### src/rtl/gpio_wake_pkg.sv
package gpio_wake_pkg;
  localparam int unsigned ADR_DATA = 0;
  localparam int unsigned ADR_STS  = 1;
  localparam int unsigned ADR_EN   = 2;
  localparam int unsigned ADR_GEN  = 3;
  localparam int unsigned ADR_CFG0 = 4;

  // bit 1: polarity (1 = inverted), bit 0: direction (1 = input)
  typedef struct packed {
    logic pol;
    logic is_in;
  } gpio_cfg_t;

  localparam gpio_cfg_t CFG_RESET = '{pol: 1'b0, is_in: 1'b1};
endpackage

### src/rtl/gpio_rst_sync.sv
module gpio_rst_sync (
  input  logic clk,
  input  logic arst_n,
  output logic rst_n_o
);
  logic st1_q, st2_q;

  always_ff @(posedge clk or negedge arst_n) begin
    if (!arst_n) begin
      st1_q <= 1'b0;
      st2_q <= 1'b0;
    end else begin
      st1_q <= 1'b1;
      st2_q <= st1_q;
    end
  end

  assign rst_n_o = st2_q;
endmodule

### src/rtl/gpio_sync.sv
module gpio_sync #(
  parameter int unsigned W = 8
) (
  input  logic         clk,
  input  logic         rst_n,
  input  logic [W-1:0] d_i,
  output logic [W-1:0] q_o
);
  logic [W-1:0] meta_q, stab_q;

  always_ff @(posedge clk or negedge rst_n) begin
    if (!rst_n) begin
      meta_q <= '0;
      stab_q <= '0;
    end else begin
      meta_q <= d_i;
      stab_q <= meta_q;
    end
  end

  assign q_o = stab_q;
endmodule

### src/rtl/gpio_event.sv
module gpio_event #(
  parameter int unsigned W = 8
) (
  input  logic         clk,
  input  logic         rst_n,
  input  logic [W-1:0] sync_i,
  input  logic [W-1:0] is_in_i,
  input  logic [W-1:0] pol_i,
  input  logic [W-1:0] clr_i,
  output logic [W-1:0] sts_o
);
  logic [W-1:0] prev_q;
  logic [W-1:0] sts_q, sts_d;
  logic [W-1:0] rise, fall, hit;

  always_comb begin
    rise  = sync_i & ~prev_q;
    fall  = ~sync_i & prev_q;
    hit   = is_in_i & ((rise & ~pol_i) | (fall & pol_i));
    sts_d = (sts_q & ~clr_i) | hit;
  end

  always_ff @(posedge clk or negedge rst_n) begin
    if (!rst_n) begin
      prev_q <= '0;
      sts_q  <= '0;
    end else begin
      prev_q <= sync_i;
      sts_q  <= sts_d;
    end
  end

  assign sts_o = sts_q;

  // a newly set status bit must have been an input bit
  p_out_never_sets_r7: assert property (@(posedge clk) disable iff (!rst_n)
    ((sts_q & ~$past(sts_q) & ~$past(is_in_i)) == '0));

  // a set bit without a clear stays set
  p_keep_unless_cleared_r8: assert property (@(posedge clk) disable iff (!rst_n)
    (($past(sts_q & ~clr_i) & ~sts_q) == '0));

  // a cleared bit with no edge in that cycle reads 0
  p_w1c_r8: assert property (@(posedge clk) disable iff (!rst_n)
    (($past(clr_i & ~hit) & sts_q) == '0));
endmodule

### src/rtl/gpio_wake_port.sv
module gpio_wake_port
  import gpio_wake_pkg::*;
#(
  parameter int unsigned NBITS = 8,
  parameter int unsigned AW    = 4
) (
  input  logic             clk,
  input  logic             arst_n,
  input  logic             host_wr,
  input  logic             host_rd,
  input  logic [AW-1:0]    host_addr,
  input  logic [NBITS-1:0] host_wdata,
  output logic [NBITS-1:0] host_rdata,
  input  logic [NBITS-1:0] pin_in,
  output logic [NBITS-1:0] pin_out,
  output logic [NBITS-1:0] pin_oe,
  output logic             wake_req
);
  localparam int unsigned CFG_PAD = NBITS - 2;

  logic             rst_n;
  logic [NBITS-1:0] sync_v;
  logic [NBITS-1:0] sts_v;
  logic [NBITS-1:0] dout_q, dout_d;
  logic [NBITS-1:0] en_q, en_d;
  logic             gen_q, gen_d;
  gpio_cfg_t        cfg_q [NBITS];
  gpio_cfg_t        cfg_d [NBITS];
  logic [NBITS-1:0] is_in_v, pol_v;
  logic [NBITS-1:0] rdata_q, rdata_d, rd_sel;
  logic [NBITS-1:0] clr_v;
  logic             wr_data, wr_sts, wr_en, wr_gen;

  gpio_rst_sync u_rst (.clk(clk), .arst_n(arst_n), .rst_n_o(rst_n));

  gpio_sync #(.W(NBITS)) u_sync (
    .clk(clk), .rst_n(rst_n), .d_i(pin_in), .q_o(sync_v)
  );

  gpio_event #(.W(NBITS)) u_event (
    .clk(clk), .rst_n(rst_n), .sync_i(sync_v), .is_in_i(is_in_v),
    .pol_i(pol_v), .clr_i(clr_v), .sts_o(sts_v)
  );

  assign wr_data = host_wr && (host_addr == AW'(ADR_DATA));
  assign wr_sts  = host_wr && (host_addr == AW'(ADR_STS));
  assign wr_en   = host_wr && (host_addr == AW'(ADR_EN));
  assign wr_gen  = host_wr && (host_addr == AW'(ADR_GEN));
  assign clr_v   = wr_sts ? host_wdata : '0;

  for (genvar i = 0; i < NBITS; i++) begin : g_cfg
    logic wr_cfg;
    assign wr_cfg     = host_wr && (host_addr == AW'(ADR_CFG0 + i));
    assign cfg_d[i]   = wr_cfg ? gpio_cfg_t'(host_wdata[1:0]) : cfg_q[i];
    assign is_in_v[i] = cfg_q[i].is_in;
    assign pol_v[i]   = cfg_q[i].pol;

    always_ff @(posedge clk or negedge rst_n) begin
      if (!rst_n) cfg_q[i] <= CFG_RESET;
      else        cfg_q[i] <= cfg_d[i];
    end
  end

  // next-state logic
  always_comb begin
    dout_d = wr_data ? ((dout_q & is_in_v) | (host_wdata & ~is_in_v)) : dout_q;
    en_d   = wr_en ? host_wdata : en_q;
    gen_d  = wr_gen ? host_wdata[0] : gen_q;

    rd_sel = '0;
    if (host_addr == AW'(ADR_DATA))
      rd_sel = ((sync_v ^ pol_v) & is_in_v) | (dout_q & ~is_in_v);
    else if (host_addr == AW'(ADR_STS))
      rd_sel = sts_v;
    else if (host_addr == AW'(ADR_EN))
      rd_sel = en_q;
    else if (host_addr == AW'(ADR_GEN))
      rd_sel = {{(NBITS-1){1'b0}}, gen_q};
    for (int i = 0; i < NBITS; i++) begin
      if (host_addr == AW'(ADR_CFG0 + i))
        rd_sel = {{CFG_PAD{1'b0}}, cfg_q[i]};
    end
    rdata_d = host_rd ? rd_sel : rdata_q;
  end

  // registers
  always_ff @(posedge clk or negedge rst_n) begin
    if (!rst_n) begin
      dout_q  <= '0;
      en_q    <= '0;
      gen_q   <= 1'b0;
      rdata_q <= '0;
    end else begin
      dout_q  <= dout_d;
      en_q    <= en_d;
      gen_q   <= gen_d;
      rdata_q <= rdata_d;
    end
  end

  assign host_rdata = rdata_q;
  assign pin_out    = dout_q ^ pol_v;
  assign pin_oe     = ~is_in_v;
  assign wake_req   = gen_q & (|(sts_v & en_q));

  // a data write never changes bits that were inputs
  p_input_write_ignored_r3: assert property (@(posedge clk) disable iff (!rst_n)
    $past(wr_data) |-> (((dout_q ^ $past(dout_q)) & $past(is_in_v)) == '0));

  // read data holds when no read was strobed
  p_rdata_hold_r2: assert property (@(posedge clk) disable iff (!rst_n)
    !$past(host_rd) |-> $stable(host_rdata));

  // no wake while the global enable is off
  p_wake_gate_r9: assert property (@(posedge clk) disable iff (!rst_n)
    !gen_q |-> !wake_req);
endmodule

### config.mk
export PLATFORM = sky130hd
export DESIGN_NAME = gpio_wake_port
export DESIGN_NICKNAME = d
export VERILOG_FILES = /design/src/rtl/gpio_wake_pkg.sv /design/src/rtl/gpio_rst_sync.sv /design/src/rtl/gpio_sync.sv /design/src/rtl/gpio_event.sv /design/src/rtl/gpio_wake_port.sv
export SDC_FILE = /design/constraint.sdc
export NUM_CORES = 1
export LEC_CHECK = 0
export BUFFER_PORTS_ARGS = -buffer_cell sky130_fd_sc_hd__buf_2
export CORE_MARGIN = 2
export CORE_UTILIZATION = 45
export CTS_CLUSTER_DIAMETER = 120
export DETAILED_ROUTE_END_ITERATION = 10
export PLACE_DENSITY_LB_ADDON = 0.05
export REMOVE_ABC_BUFFERS = 1
export SLEW_MARGIN = 40
export SYNTH_ARGS = -nofsm -noshare
export SYNTH_HDL_FRONTEND = slang
export SYNTH_SLANG_ARGS = --single-unit
export TNS_END_PERCENT = 10
### constraint.sdc
create_clock -name clk -period 7.1 [get_ports clk]
set_input_delay 1.42 -clock clk [delete_from_list [all_inputs] [get_ports clk]]
set_output_delay 1.42 -clock clk [all_outputs]
set_load 0.05 [all_outputs]
# Word level (Yosys, flattened, before mapping)
# Cells that the tools add are included.
[op_classes] muxes=13 bitwise=23 n_eq_ne=11 reduce_logical=14
[ops] operator="8-bit two-way mux" n=12
[ops] operator="8-bit bitwise AND" n=11
[ops] operator="8-bit NOT" n=5
[ops] operator="8-bit bitwise OR" n=4
[ops] operator="4-bit by 3-bit equality test with 1-bit output (second input constant)" n=4
[ops] operator="4-bit equality test (second input constant)" n=4
[ops] operator="8-bit bitwise XOR" n=2
[ops] operator="1-bit logical AND" n=12
[ops] operator="4-bit by 2-bit equality test with 1-bit output (second input constant)" n=2
[ops] operator="8-bit OR reduction" n=1
[ops] operator="4-bit by 1-bit equality test with 1-bit output (second input constant)" n=1
[ops] operator="4-bit zero test" n=1
[ops] operator="1-bit bitwise AND" n=1
[ops] operator="1-bit two-way mux" n=1
[totals] output_inout_bits=25 inputBits=24 ff_bits=75 wordCells=87

# Logic depth before layout (Yosys ltp)
# Gate-level depths: netlist of the first run.
[depth] depth_word=13 depth_mapped=7 ltp_nobuf=5

# By module
# From an unflattened synthesis of the first run, not the netlist that was laid out.
[unflattened] hier_cells=305 area_unflattened_um2=3439.5
[by_module_without_submodules] mod="gpio_wake_port" seq_area_each_um2=1036.0 cells_per_inst=238 instances=1 area_each_um2=2334.7
[by_module_without_submodules] mod="gpio_event" seq_area_each_um2=400.4 cells_per_inst=48 instances=1 area_each_um2=650.6
[by_module_without_submodules] mod="gpio_sync" seq_area_each_um2=400.4 cells_per_inst=16 instances=1 area_each_um2=400.4
[by_module_without_submodules] mod="gpio_rst_sync" seq_area_each_um2=50.0 cells_per_inst=3 instances=1 area_each_um2=53.8

# Worst setup path before layout of the first run
# OpenSTA, ideal clock, no wires.
[synth_timing] path_type="register -> output" from="reg u_event.sts_q[6] (netlist: u_event.sts_o[6])" to="out wake_req" path_stages_with_launch=3 t_required_ns=5.680 path_buffers=0 slack_ns=4.345 arrival_time_ns=1.335 path_cell_list="dfrtp_1 > a22oi_1 > a41oi_1"
[synth_between] elab_chain_cells=3
[synth_rtl] item="start, declared" line="gpio_event.sv:13" source="logic [W-1:0] sts_q, sts_d;"
[synth_rtl] item="start signal, assigned" line="gpio_event.sv:29" source="sts_q <= sts_d;"
[synth_rtl] item="8-bit bitwise AND" line="gpio_wake_port.sv:104" source="assign wake_req = gen_q & (|(sts_v & en_q));"
[synth_rtl] item="8-bit OR reduction" line="gpio_wake_port.sv:104"
[synth_rtl] item="1-bit bitwise AND" line="gpio_wake_port.sv:104"
[synth_rtl] item="end, declared" line="gpio_wake_port.sv:17" source="output logic wake_req"
# No other way between the ends.

==> results.toml, run 1 <==
[setup_path]
cp_max_stage_delay_ns = 0.55
timing.critical_path.fanout_max = 28
r2r_end = "host_rdata[0]"
ff2ff_setup_slack_ns = 5.63
path_delay_family = "simple AND/OR/NAND/NOR gates"
crit_chain = "buf_2 > nor4_4 > nand2_1 > nor2_1 > mux2_2"
kind_of_critical_path = "in2reg"
startpoint_type = "input port"
critical_r2r_launch = "cfg_q[14]"
setup.worst_path.start = "host_addr[1]"
timing.critical_path.required_ns = 7.33
r2r_cells = 4
cp.arrival_ns = 3.19
crit_path_top_delay_cell = "sky130_fd_sc_hd__nor4_4"
worstPathBufferInverterCount = 1
worst_setup_path_end_kind = "flip-flop"

[power_and_ir_drop]
power.leakage_nw = 1.83
post-layout-total-power_mw = 1.32
power.density_cell_area_mw_per_mm2 = 328
power.ir.vdd_worst_uv = 156

[global_routing]
grt_start_max_net_pins = 29
first_pass_grt_wire_length_mm = 13.1
via_count_of_the_first_global_routing_pass = 2401
gr-usage-all-layers = 0.208
globalRouteOverflowTotal = 0
grt_antenna_before_repair = 0

[drt]
vias_after_detailed_routing = 2473
wl_mm = 8.04
remaining_drc_errors = 0
wl_met1_mm = 3.80
vias_per_cell = 5.36
drt.antenna.violating_nets = 0
topRoutingLayerUsed = "met4"
wl_met2_mm = 3.66
drtIter0Drc = 169
wl_met3_um = 451
detail_route.first_pass.iterations = 5
wl_per_cell_um = 17.4

[logic_synthesis]
number_of_instances_in_the_synthesized_netlist = 304
cell_with_the_most_instances_after_synthesis = "sky130_fd_sc_hd__dfrtp_1"
ys_seq_elements = 75
synth.avg_cell_area_um2 = 11.2
synth_cell_type_count = 41
netlist_top_cells_count = "sky130_fd_sc_hd__dfrtp_1 (67), sky130_fd_sc_hd__mux2_2 (24), sky130_fd_sc_hd__nor2_1 (24), sky130_fd_sc_hd__nand2b_1 (23), sky130_fd_sc_hd__nand2_1 (22)"
area_contributors_post_synth = "sky130_fd_sc_hd__dfrtp_1 (49%), sky130_fd_sc_hd__mux2_2 (7.9%), sky130_fd_sc_hd__dfstp_2 (6.1%)"
synth_enable_flop_cells = 0
async_reset_ff_frac = 1.00
yosys.area.top_type_share = 0.490
synth_top_area_cell = "sky130_fd_sc_hd__dfrtp_1"
synth_top_flop_cell = "sky130_fd_sc_hd__dfrtp_1"
netlist_area_mm2 = 0.00342
synth-seq-area-share = 0.552
yosys_warnings = 0

[run_status]
run_status = "finished clean"

[cells_and_area]
area_overhead_of_the_layout_relative_to_synthesis_pct = 17.9
final_util = 0.553
diodes = 0
post_route_cells_drive_above_1_share = 0.296
area.sequential_mm2 = 0.00189
multi_input_area_mm2 = 0.00145
number_of_fill_cells_in_the_layout = 685
layout.nets = 381
layoutNonFillerInstCount = 461

[clocking]
cts_root_buffer = "sky130_fd_sc_hd__clkbuf_8"
cts.htree.levels = 3
postCtsSetupRepairBufs = 0
numCtsBuffers = 9
clock-sinks = 75
post_cts_resize_count = 0
count_of_hold_fix_buffers_inserted_at_cts = 0
worst_skew_pair.late_latency_ns = 0.35
cts.reportedPaths.clkPinSlew_ns = 0.08
clock_path_buffers = 2
tritoncts = "done"

[timing]
final_hold_viol_count = 0
fin_skew_ns = 0.0110
max_clock_freq_mhz = 338
final_number_of_setup_violating_endpoints = 0
max_slew_margin = 0.579
worst_pin_slew_ns = 0.628
post-route-period-util = 0.417
finalSetupTns_ns = 0
rsz0062_at_grt = "no"
post-route-min-period_ns = 2.96
slew_violations = 0

[die]
initial_core_util = 0.469
dieWidth_um = 91.2
die_area_mm2 = 0.00831
core_mm2 = 0.00729
std_cell_rows = 31
fp.dieH_um = 91.2
ios = 49

[placed_design]
finalWeightedCongestion = 0.838
dp.cells = 445
place.port_buffers = 48
post-dp-hpwl_mm = 5.71

[run]
maxCapViolations = 0

[hold_path]
hp-class = "reg2async"
[worst register-to-register path: stages, from the launching register on]
cell                       delay [ns]
sky130_fd_sc_hd__dfstp_2         0.61
sky130_fd_sc_hd__a31oi_1         0.12
sky130_fd_sc_hd__a211oi_1        0.24
sky130_fd_sc_hd__o21ai_0         0.13
sky130_fd_sc_hd__a31o_2          0.26
[routing by layer]
layer | up-vias | track usage
met5 | - | 0
met4 | 0 | 0.0758
met3 | 12 | 0.0531
met2 | 65 | 0.291
met1 | 1209 | 0.310
li1 | 1187 | -
[worst max-delay path by stage]
| stage | slack, ns | depth (start not counted) | end |
|---|---|---|---|
| 3_5_place_dp | 3.74 | 5 | flip-flop |
| 4_1_cts | 4.11 | 5 | flip-flop |
| 6_report | 4.14 | 5 | flip-flop |
| 3_3_place_gp | 3.73 | 5 | flip-flop |
| 5_1_grt | 4.00 | 5 | flip-flop |
| 2_1_floorplan | 4.34 | 2 | wake_req |
[cell families after synthesis]
group                     after synthesis  synth area share
xor gates and xnor gates                8            0.0205
and+or+nand+nor                        93             0.146
AOI/OAI and AO/OA                      70             0.134
muxes                                  38             0.123
buffers and inverters                  19            0.0234
DFF                                    75             0.552
other                                   1           0.00110
[power by group]
part	internal, mW	switching (mW)	leakage [nW]	total, mW
clock network	0.244	0.155	0.121	0.399
logic	0.116	0.238	0.836	0.354
registers	0.501	0.0708	0.876	0.571
[through the flow]
step                hold slack, ns  instance area [um2]  worst slack [ns]
floorplan                    0.331                 3380              4.34
CTS                          0.252                 4030              4.11
global route                 0.271                 4030              4.00
detailed placement           0.244                 3790              3.74
finish                       0.240                 4030              4.14
global placement             0.332                 3750              3.73
[final cells by class]
| class | instances | area share |
|---|---|---|
| clock buffers | 12 | 0.0360 |
| clock inverters | 4 | 0.0245 |
| inverters | 11 | 0.0102 |
| multi-input cells | 210 | 0.360 |
| flip-flops and latches | 75 | 0.469 |
| well taps | 99 | 0.0307 |
| repair buffers | 50 | 0.0695 |
[placed cells by master, fill, tap and decap left out, types with 5 or more instances in the layout]
master / n
sky130_fd_sc_hd__nor2_1: 24
sky130_fd_sc_hd__xor2_1: 8
sky130_fd_sc_hd__a22o_1: 11
sky130_fd_sc_hd__a21oi_1: 20
sky130_fd_sc_hd__a31oi_1: 5
sky130_fd_sc_hd__dfstp_2: 8
sky130_fd_sc_hd__clkbuf_8: 10
sky130_fd_sc_hd__nand2_1: 22
sky130_fd_sc_hd__mux2i_1: 12
sky130_fd_sc_hd__mux2_2: 24
sky130_fd_sc_hd__nor2b_1: 7
sky130_fd_sc_hd__dfrtp_1: 66
sky130_fd_sc_hd__buf_2: 48
sky130_fd_sc_hd__o21ai_0: 18
sky130_fd_sc_hd__nand2b_1: 23
sky130_fd_sc_hd__inv_1: 11
(Power assumes the default switching activity.)
==> inputs of run 2 (changes only) <==
Clock period 7.1 ns to 2.7 ns, I/O delays scaled along.
==> results.toml, run 2 (same netlist as run 1, synthesis figures left out) <==
[cells_and_area]
diodes = 0
post_route_cells_drive_above_1_share = 0.303
layout.nets = 385
final_util = 0.547
most-common-layout-cells = "sky130_fd_sc_hd__dfrtp_1 (66), sky130_fd_sc_hd__buf_2 (48), sky130_fd_sc_hd__nor2_1 (24), sky130_fd_sc_hd__mux2_2 (24), sky130_fd_sc_hd__nand2b_1 (23)"
layout.cells.most_common = "sky130_fd_sc_hd__dfrtp_1"
area_overhead_of_the_layout_relative_to_synthesis_pct = 16.6

[placed_design]
post-dp-hpwl_mm = 5.73
finalWeightedCongestion = 0.829
place.port_buffers = 48

[hold_path]
hp-class = "reg2async"

[timing]
post-route-period-util = 0.730
final_hold_viol_count = 0
fin_skew_ns = 0.00630
final_number_of_setup_violating_endpoints = 0
finalSetupTns_ns = 0
rsz0062_at_grt = "no"
finalHoldWorstSlack_ns = 0.276
max_slew_margin = 0.652
slew_violations = 0
post-route-min-period_ns = 1.97
max_clock_freq_mhz = 507
worst_pin_slew_ns = 0.522

[clocking]
numCtsBuffers = 9
tritoncts = "done"
post_cts_resize_count = 0
cts_root_buffer = "sky130_fd_sc_hd__clkbuf_8"
clock_path_buffers = 2
cts.reportedPaths.clkPinSlew_ns = 0.08
clock-sinks = 75
cts.htree.levels = 3
worst_skew_pair.late_latency_ns = 0.35

[power_and_ir_drop]
switching_share_of_total_power = 0.384
power.leakage_nw = 1.81
power.density_cell_area_mw_per_mm2 = 807
post-layout-total-power_mw = 3.22
power.internal_mw = 1.98
p_sw_mw = 1.23
power.ir.vdd_worst_uv = 477
share_comb_of_total_power = 0.288
clkPwrFrac = 0.244
seq_power_share = 0.468

[setup_path]
kind_of_critical_path = "reg2out"
startpoint_type = "flip-flop"
cp.arrival_ns = 1.43
critical_r2r_launch = "cfg_q[14]"
timing.critical_path.required_ns = 2.16
timing.critical_path.fanout_max = 3
setup.worst_path.start = "u_event.sts_o[3]"
r2r_cells = 4
worst_setup_path_end_kind = "output port"

[global_routing]
first_pass_grt_wire_length_mm = 13.1
via_count_of_the_first_global_routing_pass = 2477
grt_start_max_net_pins = 42
gr-usage-all-layers = 0.207
grt_antenna_before_repair = 0
globalRouteOverflowTotal = 0

[die]
std_cell_rows = 31
dieWidth_um = 91.2
core_mm2 = 0.00729
initial_core_util = 0.469
ios = 49
die_area_mm2 = 0.00831
fp.dieH_um = 91.2

[drt]
drtIter0Drc = 129
detail_route.first_pass.iterations = 5
vias_per_cell = 5.32
vias_after_detailed_routing = 2476
wl_per_cell_um = 17.0
drt.antenna.violating_nets = 0
remaining_drc_errors = 0
wl_mm = 7.91

[run_status]
run_status = "finished clean"

[run]
maxCapViolations = 0
[run 2: cell type report]
| cell class | instances | area [um2] |
|---|---|---|
| Tap cell | 99 | 124 |
| Clock buffer | 11 | 141 |
| Fill cell | 688 | 3310 |
| Inverter | 11 | 41.3 |
| Timing Repair Buffer | 54 | 300 |
| Sequential cell | 75 | 1890 |
| Clock inverter | 5 | 37.5 |
| Multi-Input combinational cell | 210 | 1450 |
[run 2: path summary, 6_finish.rpt]
| check | to | slack [ns] |
|---|---|---|
| setup / recovery | wake_req | 0.73 |
| hold / removal | host_rdata[5] | 0.28 |
| setup reg to reg | host_rdata[0] | 1.27 |
| hold reg to reg | host_rdata[5] | 0.28 |
| max in group asynchronous | cfg_q[2] | 1.79 |
| min in group clk | u_sync.meta_q[4] | 0.29 |
[run 2: worst max-delay path, cell delays in order, from the launching register on]
cell                      delay [ns]
sky130_fd_sc_hd__dfrtp_1        0.40
sky130_fd_sc_hd__a22oi_1        0.12
sky130_fd_sc_hd__a41oi_1        0.26
sky130_fd_sc_hd__buf_2          0.31
[run 2: metrics by stage]
stage	instance area [um2]	worst slack, ns	std cells
CTS	3990	0.698	465
floorplan	3380	0.471	296
global route	3990	0.680	465
finish	3990	0.728	465
detailed placement	3800	0.582	448
global placement	3780	0.597	447
[run 2: timing repair]
item                                   in CTS  in global routing
hold buffers                                1                  0
endpoints found under the hold margin       2                  0
setup buffers                               0                  0
[run 2: routing by layer]
layer  routed length (um)  part of all wire  track usage
met2                 3520              0.44        0.304
met5                    0                 0            0
met3                  316             0.040       0.0515
met4                  137             0.017       0.0795
met1                 3940              0.50        0.296
[run 2: power by group through the flow]
| stage | sequential [mW] | combinational, mW | clock, mW |
|---|---|---|---|
| global placement | 1.54 | 0.906 | 0 |
| detailed placement | 1.53 | 0.928 | 0 |
| floorplan | 1.51 | 0.670 | 0 |
| finish | 1.51 | 0.926 | 0.784 |
| global route | 1.54 | 0.987 | 0.867 |
| CTS | 1.51 | 0.932 | 0.812 |
==> inputs of run 3 (changes only) <==
Clock period 2.7 ns to 1.8 ns, I/O delays scaled along.
==> results.toml, run 3 (same netlist as run 1, synthesis figures left out) <==
[drt]
drt.antenna.violating_nets = 0
wl_mm = 8.33
drtIter0Drc = 130
wl_met3_um = 333
topRoutingLayerUsed = "met4"
wl_per_cell_um = 17.5
detail_route.first_pass.iterations = 4
vias_per_cell = 5.32
remaining_drc_errors = 0
wl_met2_mm = 3.70
vias_after_detailed_routing = 2538
wl_met1_mm = 4.14

[power_and_ir_drop]
power.leakage_nw = 1.89
power.ir.vdd_worst_uv = 746
seq_power_share = 0.453
power.density_cell_area_mw_per_mm2 = 1210
switching_share_of_total_power = 0.372
share_comb_of_total_power = 0.290
power.internal_mw = 3.14
p_sw_mw = 1.86
post-layout-total-power_mw = 5.00
clkPwrFrac = 0.258

[clocking]
clock_path_buffers = 2
cts.reportedPaths.clkPinSlew_ns = 0.08
cts_root_buffer = "sky130_fd_sc_hd__clkbuf_8"
worst_skew_pair.late_latency_ns = 0.35
numCtsBuffers = 9
postCtsSetupRepairBufs = 0
cts.htree.levels = 3
clock-sinks = 75
tritoncts = "done"

[cells_and_area]
area_overhead_of_the_layout_relative_to_synthesis_pct = 20.6
layout.cells.most_common = "sky130_fd_sc_hd__dfrtp_1"
layout.nets = 397
number_of_fill_cells_in_the_layout = 683
post_route_cells_drive_above_1_share = 0.336
most-common-layout-cells = "sky130_fd_sc_hd__dfrtp_1 (66), sky130_fd_sc_hd__buf_2 (47), sky130_fd_sc_hd__nor2_1 (24), sky130_fd_sc_hd__mux2_2 (24), sky130_fd_sc_hd__nand2b_1 (23)"
diodes = 0

[die]
initial_core_util = 0.469
die_area_mm2 = 0.00831
std_cell_rows = 31
fp.dieH_um = 91.2
ios = 49
dieWidth_um = 91.2
core_mm2 = 0.00729

[setup_path]
cp_max_stage_delay_ns = 0.42
ff2ff_setup_slack_ns = 0.33
timing.critical_path.fanout_max = 3
worst_setup_path_end_kind = "output port"
timing.critical_path.required_ns = 1.44
crit_chain = "a22oi_2 > a41oi_2 > buf_6"
startpoint_type = "flip-flop"
cp.arrival_ns = 1.38
crit_path_top_delay_cell = "sky130_fd_sc_hd__dfrtp_1"
kind_of_critical_path = "reg2out"

[global_routing]
via_count_of_the_first_global_routing_pass = 2500
gr-usage-all-layers = 0.215
grt_antenna_before_repair = 0
globalRouteOverflowTotal = 0
grt_start_max_net_pins = 44
first_pass_grt_wire_length_mm = 13.6

[timing]
rsz0062_at_grt = "no"
post-route-period-util = 0.969
post-route-min-period_ns = 1.74
slew_violations = 0
final_number_of_setup_violating_endpoints = 0
finalHoldWorstSlack_ns = 0.105
final_hold_viol_count = 0
fin_skew_ns = 0.00978
max_clock_freq_mhz = 573

[hold_path]
hp-class = "in2reg"

[placed_design]
place.port_buffers = 48
finalWeightedCongestion = 0.882
post-dp-hpwl_mm = 6.00

[run_status]
run_status = "finished clean"

[run]
maxCapViolations = 0
[run 3: cell count changes in the layout (fill, tap and decap cells not counted), sizes merged]
cell      before  now
buf           53   65
clkinvlp       2    0
inv           12   11
clkinv         2    4
bufinv         0    1
[run 3: through the flow]
step / setup slack (ns) / utilization / TNS, ns / instances / area, um2
after detailed placement: 0.0351 / 0.533 / 0 / 460 / 3890
after CTS: 0.00258 / 0.562 / 0 / 477 / 4100
after global routing: 0.0135 / 0.565 / 0 / 477 / 4120
after floorplan: -0.429 / - / -27.91 / 296 / 3380
final: 0.0557 / 0.565 / 0 / 477 / 4120
after global placement: 0.0135 / 0.533 / 0 / 460 / 3890
[run 3: repair_timing]
action / in CTS / in global routing
endpoints found under the setup margin: 1 / 1
pin swaps: 0 / 1
resized for setup: 1 / 6
hold endpoints to repair: 2 / 0
hold buffers: 1 / 0
[run 3: path summary, 6_finish.rpt]
| kind | startpoint | endpoint | cells after the start |
|---|---|---|---|
| min | pin_in[2] | u_sync.meta_q[2] | 1 |
| min reg2reg | u_rst.rst_n_o | host_rdata[5] | 0 |
| max reg2reg | cfg_q[15] | host_rdata[0] | 5 |
| max in group asynchronous | u_rst.rst_n_o | cfg_q[0] | 1 |
| min in group asynchronous | u_rst.rst_n_o | host_rdata[5] | 0 |
| max | u_event.sts_o[4] | wake_req | 3 |
[run 3: layer usage]
layer / up-vias / track usage
li1: 1213 / -
met4: 0 / 0.0783
met2: 63 / 0.315
met3: 17 / 0.0539
met5: - / 0
met1: 1245 / 0.310
[run 3: cell type report]
class                      count  area (um2)  area share
sequential                    75        1890       0.459
multi-input combinational    210        1470       0.358
timing repair buffer          66         397      0.0962
clock buffer                  11         141      0.0343
tap                           99         124      0.0301
clock inverter                 5        53.8      0.0131
inverter                      11        41.3      0.0100
[run 3: power by group through the flow]
stage	clock network [mW]	registers, mW	logic [mW]
2_1_floorplan	0	2.27	1.00
3_3_place_gp	0	2.28	1.41
3_5_place_dp	0	2.28	1.42
4_1_cts	1.31	2.26	1.43
5_1_grt	1.39	2.31	1.54
6_report	1.29	2.26	1.45
[run 3: worst max-delay path: cells and delay by family, from the launching register on]
family / cells / cell delay (ns)
AOI/OAI and AO/OA: 2 / 0.43
DFF: 1 / 0.42
buffers and inverters: 1 / 0.18
